File: config.mk
export PLATFORM = sky130hd
export DESIGN_NAME = insn_fetch_pipe
export DESIGN_NICKNAME = d
export VERILOG_FILES = /design/src/rtl/ifp_pkg.sv /design/src/rtl/ifp_ctrl.sv /design/src/rtl/ifp_pc.sv /design/src/rtl/ifp_slots.sv /design/src/rtl/insn_fetch_pipe.sv
export SDC_FILE = /design/constraint.sdc
export NUM_CORES = 1
export LEC_CHECK = 0
export BUFFER_PORTS_ARGS = -buffer_cell sky130_fd_sc_hd__buf_2
export CAP_MARGIN = 30
export CORE_AREA = 2 2 143 145
export CTS_CLUSTER_DIAMETER = 80
export DETAILED_ROUTE_END_ITERATION = 6
export DIE_AREA = 0 0 145 147
export GPL_ROUTABILITY_DRIVEN = 0
export GPL_TIMING_DRIVEN = 0
export PLACE_DENSITY = 0.84
export SLEW_MARGIN = 25
export SYNTH_ARGS = -nofsm -noshare
export SYNTH_HDL_FRONTEND = slang
export SYNTH_HIERARCHICAL = 1
export SYNTH_SLANG_ARGS = --single-unit
File: constraint.sdc
create_clock -name clk -period 3 [get_ports clk]
set_clock_uncertainty 0.05 [all_clocks]
set_input_delay 0.15 -clock clk [delete_from_list [all_inputs] [get_ports clk]]
set_output_delay 0.15 -clock clk [all_outputs]
set_load 0.01 [all_outputs]
File: src/rtl/ifp_pkg.sv
package ifp_pkg;

    typedef enum logic {
        ST_IDLE = 1'b0,
        ST_WAIT = 1'b1
    } fetch_state_e;

    localparam logic SIZE_WORD = 1'b0;
    localparam logic SIZE_HALF = 1'b1;

    // Byte distance of one step for the selected instruction width
    function automatic logic [2:0] step_bytes(input logic narrow);
        return narrow ? 3'd2 : 3'd4;
    endfunction

endpackage

File: src/rtl/ifp_ctrl.sv
module ifp_ctrl
    import ifp_pkg::*;
(
    input  logic clk,
    input  logic rst_n,
    input  logic step_i,
    input  logic load_i,
    input  logic ready_i,
    output logic req_o,
    output logic launch_o,
    output logic commit_o,
    output logic flush_o
);

    fetch_state_e state_q, state_d;

    always_ff @(posedge clk) begin
        if (!rst_n) begin
            state_q <= ST_IDLE;
        end else begin
            state_q <= state_d;
        end
    end

    always_comb begin
        state_d = state_q;
        unique case (state_q)
            ST_IDLE: begin
                if (step_i && !load_i) begin
                    state_d = ST_WAIT;                  // launch
                end
            end
            ST_WAIT: begin
                if (load_i) begin
                    state_d = ST_IDLE;                  // abort
                end else if (ready_i) begin
                    state_d = ST_IDLE;                  // commit
                end
            end
            default: state_d = ST_IDLE;
        endcase
    end

    always_comb begin
        req_o    = 1'b0;
        launch_o = 1'b0;
        commit_o = 1'b0;
        flush_o  = load_i;
        unique case (state_q)
            ST_IDLE: launch_o = step_i && !load_i;
            ST_WAIT: begin
                req_o    = 1'b1;
                commit_o = ready_i && !load_i;
            end
            default: ;
        endcase
    end

    // A commit always returns the machine to idle
    assert_commit_idle_R8: assert property (@(posedge clk) disable iff (!rst_n)
        commit_o |=> !req_o);

    // A load never leaves a read outstanding
    assert_load_abort_R6: assert property (@(posedge clk) disable iff (!rst_n)
        load_i |=> !req_o);

endmodule

File: src/rtl/ifp_pc.sv
module ifp_pc
    import ifp_pkg::*;
#(
    parameter int AW = 32
) (
    input  logic          clk,
    input  logic          rst_n,
    input  logic          launch_i,
    input  logic          commit_i,
    input  logic          load_i,
    input  logic [AW-1:0] load_addr_i,
    input  logic          narrow_i,
    output logic [AW-1:0] pc_o,
    output logic [AW-1:0] target_o,
    output logic          half_o
);

    logic [AW-1:0] pc_q;
    logic [AW-1:0] tgt_q;
    logic          half_q;

    always_ff @(posedge clk) begin
        if (!rst_n) begin
            pc_q   <= '0;
            tgt_q  <= '0;
            half_q <= SIZE_WORD;
        end else begin
            if (load_i) begin
                pc_q <= load_addr_i;
            end else if (commit_i) begin
                pc_q <= tgt_q;
            end
            if (launch_i) begin
                tgt_q  <= pc_q + AW'(step_bytes(narrow_i));
                half_q <= narrow_i;
            end
        end
    end

    assign pc_o     = pc_q;
    assign target_o = tgt_q;
    assign half_o   = half_q;

endmodule

File: src/rtl/ifp_slots.sv
module ifp_slots #(
    parameter int AW    = 32,
    parameter int IW    = 32,
    parameter int DEPTH = 3
) (
    input  logic                     clk,
    input  logic                     rst_n,
    input  logic                     shift_i,
    input  logic                     flush_i,
    input  logic [AW-1:0]            new_addr_i,
    input  logic [IW-1:0]            new_instr_i,
    output logic [DEPTH-1:0]         valid_o,
    output logic [DEPTH-1:0][AW-1:0] addr_o,
    output logic [DEPTH-1:0][IW-1:0] instr_o
);

    logic [DEPTH-1:0]         vld_q;
    logic [DEPTH-1:0][AW-1:0] adr_q;
    logic [DEPTH-1:0][IW-1:0] ins_q;

    // Index 0 is the fetch slot; the highest index is execute
    for (genvar i = 0; i < DEPTH; i++) begin : g_slot
        logic          src_v;
        logic [AW-1:0] src_a;
        logic [IW-1:0] src_i;

        if (i == 0) begin : g_head
            assign src_v = 1'b1;
            assign src_a = new_addr_i;
            assign src_i = new_instr_i;
        end else begin : g_tail
            assign src_v = vld_q[i-1];
            assign src_a = adr_q[i-1];
            assign src_i = ins_q[i-1];
        end

        always_ff @(posedge clk) begin
            if (!rst_n) begin
                vld_q[i] <= 1'b0;
                adr_q[i] <= '0;
                ins_q[i] <= '0;
            end else if (flush_i) begin
                vld_q[i] <= 1'b0;
            end else if (shift_i) begin
                vld_q[i] <= src_v;
                adr_q[i] <= src_a;
                ins_q[i] <= src_i;
            end
        end

        if (i > 0) begin : g_order
            // a slot is never valid ahead of the one before it
            assert_fill_order_R7: assert property (@(posedge clk) disable iff (!rst_n)
                vld_q[i] |-> vld_q[i-1]);
            // the slot takes its predecessor's contents on a shift
            assert_shift_R4: assert property (@(posedge clk) disable iff (!rst_n)
                (shift_i && !flush_i) |=> adr_q[i] == $past(adr_q[i-1]));
        end
    end

    assert_flush_empty_R6: assert property (@(posedge clk) disable iff (!rst_n)
        flush_i |=> $countones(vld_q) == 0);

    assign valid_o = vld_q;
    assign addr_o  = adr_q;
    assign instr_o = ins_q;

endmodule

File: src/rtl/insn_fetch_pipe.sv
module insn_fetch_pipe
    import ifp_pkg::*;
#(
    parameter int AW = 32,
    parameter int IW = 32
) (
    input  logic          clk,
    input  logic          rst_n,
    input  logic          step_i,
    input  logic          narrow_i,
    input  logic          pc_load_i,
    input  logic [AW-1:0] pc_load_addr_i,
    output logic          mem_req_o,
    output logic [AW-1:0] mem_addr_o,
    output logic          mem_size_o,
    input  logic [IW-1:0] mem_rdata_i,
    input  logic          mem_ready_i,
    output logic [AW-1:0] pc_o,
    output logic          fetch_valid_o,
    output logic [AW-1:0] fetch_addr_o,
    output logic [IW-1:0] fetch_instr_o,
    output logic          decode_valid_o,
    output logic [AW-1:0] decode_addr_o,
    output logic [IW-1:0] decode_instr_o,
    output logic          exec_valid_o,
    output logic [AW-1:0] exec_addr_o,
    output logic [IW-1:0] exec_instr_o
);

    localparam int DEPTH  = 3;
    localparam int HW     = IW / 2;
    localparam int S_FET  = 0;
    localparam int S_DEC  = 1;
    localparam int S_EXE  = DEPTH - 1;

    logic                     launch, commit, flush, req;
    logic [AW-1:0]            target;
    logic                     half;
    logic [IW-1:0]            fill_instr;
    logic [DEPTH-1:0]         s_valid;
    logic [DEPTH-1:0][AW-1:0] s_addr;
    logic [DEPTH-1:0][IW-1:0] s_instr;

    ifp_ctrl u_ctrl (
        .clk      (clk),
        .rst_n    (rst_n),
        .step_i   (step_i),
        .load_i   (pc_load_i),
        .ready_i  (mem_ready_i),
        .req_o    (req),
        .launch_o (launch),
        .commit_o (commit),
        .flush_o  (flush)
    );

    ifp_pc #(.AW(AW)) u_pc (
        .clk         (clk),
        .rst_n       (rst_n),
        .launch_i    (launch),
        .commit_i    (commit),
        .load_i      (pc_load_i),
        .load_addr_i (pc_load_addr_i),
        .narrow_i    (narrow_i),
        .pc_o        (pc_o),
        .target_o    (target),
        .half_o      (half)
    );

    // Halfword reads use the low half of the data bus, zero-extended
    assign fill_instr = (half == SIZE_HALF) ? {{(IW-HW){1'b0}}, mem_rdata_i[HW-1:0]}
                                            : mem_rdata_i;

    ifp_slots #(.AW(AW), .IW(IW), .DEPTH(DEPTH)) u_slots (
        .clk         (clk),
        .rst_n       (rst_n),
        .shift_i     (commit),
        .flush_i     (flush),
        .new_addr_i  (target),
        .new_instr_i (fill_instr),
        .valid_o     (s_valid),
        .addr_o      (s_addr),
        .instr_o     (s_instr)
    );

    assign mem_req_o      = req;
    assign mem_addr_o     = target;
    assign mem_size_o     = half;
    assign fetch_valid_o  = s_valid[S_FET];
    assign fetch_addr_o   = s_addr[S_FET];
    assign fetch_instr_o  = s_instr[S_FET];
    assign decode_valid_o = s_valid[S_DEC];
    assign decode_addr_o  = s_addr[S_DEC];
    assign decode_instr_o = s_instr[S_DEC];
    assign exec_valid_o   = s_valid[S_EXE];
    assign exec_addr_o    = s_addr[S_EXE];
    assign exec_instr_o   = s_instr[S_EXE];

    // a launched read sits at the old PC plus the width sampled at launch
    assert_launch_addr_R9: assert property (@(posedge clk) disable iff (!rst_n)
        launch |=> mem_req_o && mem_size_o == $past(narrow_i) &&
                   mem_addr_o == $past(pc_o) + AW'(step_bytes($past(narrow_i))));

    // a stalled read holds its request and leaves PC and slots alone
    assert_stall_hold_R5: assert property (@(posedge clk) disable iff (!rst_n)
        (mem_req_o && !mem_ready_i && !pc_load_i) |=>
            mem_req_o && $stable(mem_addr_o) && $stable(mem_size_o) &&
            $stable(pc_o) && $stable(fetch_addr_o) && $stable(fetch_valid_o));

    // a completed read moves the PC onto the read address
    assert_commit_pc_R2: assert property (@(posedge clk) disable iff (!rst_n)
        (mem_req_o && mem_ready_i && !pc_load_i) |=>
            pc_o == $past(mem_addr_o) && fetch_valid_o && fetch_addr_o == $past(mem_addr_o));

    // a load places its target in the PC
    assert_load_pc_R6: assert property (@(posedge clk) disable iff (!rst_n)
        pc_load_i |=> pc_o == $past(pc_load_addr_i) && !exec_valid_o);

endmodule

==> impl_metrics.json <==
{
  "drive_above_1_share_pct": 28.0,
  "final_common_cell": "buf_2",
  "clkPwrFrac_pct": 44.1,
  "rsz0062_at_grt": "no",
  "worstPathArrival_ns": 2.96,
  "vias": 9861,
  "syn2layout_area_growth_pct": 32.6,
  "ir_drop_mv": 0.385,
  "drc": 0,
  "slew_headroom_pct": 47.5,
  "worst_pin_slew_ns": 0.787,
  "drt_iter0_markers": 483,
  "outcome": "finished clean",
  "syn_area_sq_um": 10800,
  "grt_pass1_vias": 9748,
  "grt_max_degree": 15,
  "insertion_delay_ns": 0.53,
  "worstSetupPathType": "reg2reg",
  "synth.top_cell.area_share_pct": 48.6,
  "hold_path.class": "in2reg",
  "slowest_delay_ns": 0.65,
  "holdBufCountCts": 65,
  "cpMostUsedCell": "nor2_1",
  "crit_start": "u_ctrl/state_q",
  "cts_tree": "done",
  "cts.sink_count": 261,
  "post-cts-setup-buffer-count": 0,
  "ys.flop_type": "dfxtp_1",
  "clk_path_buf_depth": 3,
  "setup_violations": 0,
  "totalWireLength_mm": 33.4,
  "seqPwrFrac_pct": 48.5,
  "p_sw_share_pct": 22.7,
  "die_width_microns": 145,
  "critPathRequiredTime_ns": 3.33,
  "cp_max_fo": 10,
  "final_cell_mix": "buf_2, nand2_1, dfxtp_1",
  "p_sw_uw": 1690,
  "cts.clk_slew.worst_paths_ns": 0.06,
  "drv_slew": 0,
  "power.density_nw_per_um2": 521,
  "fin_setup_tns_ns": 0,
  "final_hold_viol_count": 0,
  "grt-ovfl-total": 0,
  "seq_area_frac_synth_pct": 48.6,
  "path_cells": "nand2_1, nor2_1, clkbuf_1, buf_1, mux2i_1, nor2_1, a21oi_1, nor2_1",
  "antenna_found_initial": 0,
  "wire_per_inst_microns": 18.1,
  "synth_seq_cells": 261,
  "ys_async_sr_fraction_pct": 0,
  "start_util_pct": 54.2,
  "hpwl_mm": 23.7,
  "synth_cell_types": 53,
  "post_cts_resized": 0,
  "internal_power_uw": 5740,
  "cp-start-kind": "flop",
  "ant_nets": 0,
  "p_comb_share_pct": 7.3,
  "clock.fmax_mhz": 381,
  "core_area_sq_um": 19800,
  "grt_use_total_pct": 30.0,
  "dr.pass1.iters": 5,
  "fillerInstances": 1441,
  "io_pins": 331,
  "drt-vias-per-instance": 5.36,
  "root_buffer": "clkbuf_16",
  "num_rows": 52,
  "syn_avg_cell_area_sq_um": 9.50,
  "cts_htree_levels": 1,
  "dieArea_sq_um": 21300,
  "crit_path_end_kind": "flop",
  "nets": 1628,
  "critPathSlowestCell": "buf_1",
  "r2r-start": "u_ctrl/state_q",
  "dieHeight_microns": 147,
  "grt_pass1_wl_mm": 51.6,
  "period_share_pct": 87.6,
  "numPortBuffers": 330,
  "cts-buffers-inserted": 26,
  "syn_inst": 1132,
  "min_period_ns": 2.63,
  "cap_violations": 0,
  "synth_fp_nets": 1205,
  "p_leak_uw": 0.00742,
  "synth_area_leaders": "dfxtp_1, mux2i_1, nand2_1",
  "min_from": "mem_rdata_i[16]",
  "yosysTopAreaCell": "dfxtp_1",
  "synth-edff-count": 0,
  "diodes": 0,
  "yosys_warnings": 6,
  "finalPower_uw": 7430
}
path summary, 6_finish.rpt:
kind | cells past startpoint | slack, ns | endpoint
worst min-delay path | 4 | 0.03 | u_slots/g_slot[1].src_i[16]
worst min register to register | 2 | 0.41 | u_slots/addr_o[83]
worst max register to register | 8 | 0.37 | u_pc/pc_o[24]
worst max-delay path | 8 | 0.37 | u_pc/pc_o[24]
worst max-delay path, delay by kind of cell, from the launching register on:
kind / cells / cell delay (ns)
buf+inv: 2 / 1.09
simple gates: 4 / 0.53
flops: 1 / 0.37
mux: 1 / 0.28
compound gates: 1 / 0.17
metal layers:
layer	vias up	share of wire, %	track usage (%)
li1	4681	-	-
met1	4593	39	35.0
met2	460	49	53.3
met3	127	6.2	4.47
met4	0	5.5	16.1
met5	-	0	0
per-stage QoR:
stage | setup WS [ns] | cells | hold slack [ns] | utilization (%) | cell area, sq um
finish | 0.373 | 1840 | 0.0323 | 71.9 | 14300
global route | 0.258 | 1840 | 0.0585 | 71.9 | 14300
CTS | 0.480 | 1840 | 0.0120 | 71.9 | 14300
detailed placement | 0.499 | 1732 | 0.337 | 64.2 | 12700
global placement | 0.551 | 1732 | 0.329 | 64.2 | 12700
floorplan | 0.852 | 1132 | 0.239 | - | 10800
power by group through the flow:
stage | Clock [uW] | Combinational (uW) | Sequential [uW]
finish | 3280 | 544 | 3600
global route | 3480 | 587 | 3610
CTS | 3330 | 532 | 3600
detailed placement | 0 | 464 | 3680
global placement | 0 | 453 | 3680
floorplan | 0 | 256 | 3680
layout make-up:
cell class	instances	area (sq um)	area share, %
buffer	84	568	3.98
clock buffer	38	787	5.52
clock inverter	5	77.6	0.544
inverter	8	30.0	0.211
multi-input combinational	779	4940	34.6
sequential	261	5230	36.6
tap	270	338	2.37
timing repair buffer	395	2300	16.1
synth_stat cells, types with 9 or more instances:
master and number:
nand2_1 268, dfxtp_1 261, mux2i_1 230, nor2_1 83
a21oi_1 43, clkbuf_1 29, o21ai_0 25, buf_6 24
nand3_1 15, buf_2 14, or4_1 10, a31oi_1 9
cell families (layout without fill, tap and decap cells):
| family | after synthesis | in the layout | synth area share, % |
|---|---|---|---|
| AND/OR/NAND/NOR | 436 | 436 | 17.8 |
| adder cells (fa/ha/maj) | 3 | 3 | 0.419 |
| flip-flops | 261 | 261 | 48.6 |
| multiplexers | 230 | 230 | 21.4 |
| buffers and inverters | 92 | 530 | 5.56 |
| AO/OA/AOI/OAI | 99 | 99 | 5.32 |
| XOR/XNOR | 11 | 11 | 0.896 |
registers in the layout, summed over array words and instances, names as in the netlist:
name                  flops
u_pc/pc_o                32
u_slots/addr_o           32
u_slots/g_slot.src_a     64
u_slots/instr_o          32
u_pc/target_o            32
u_slots/g_slot.src_i     64
u_slots/valid_o           1
u_ctrl/state_q            1
u_slots/g_slot.src_v      2
u_pc/half_o               1
(Power assumes the default switching activity.)
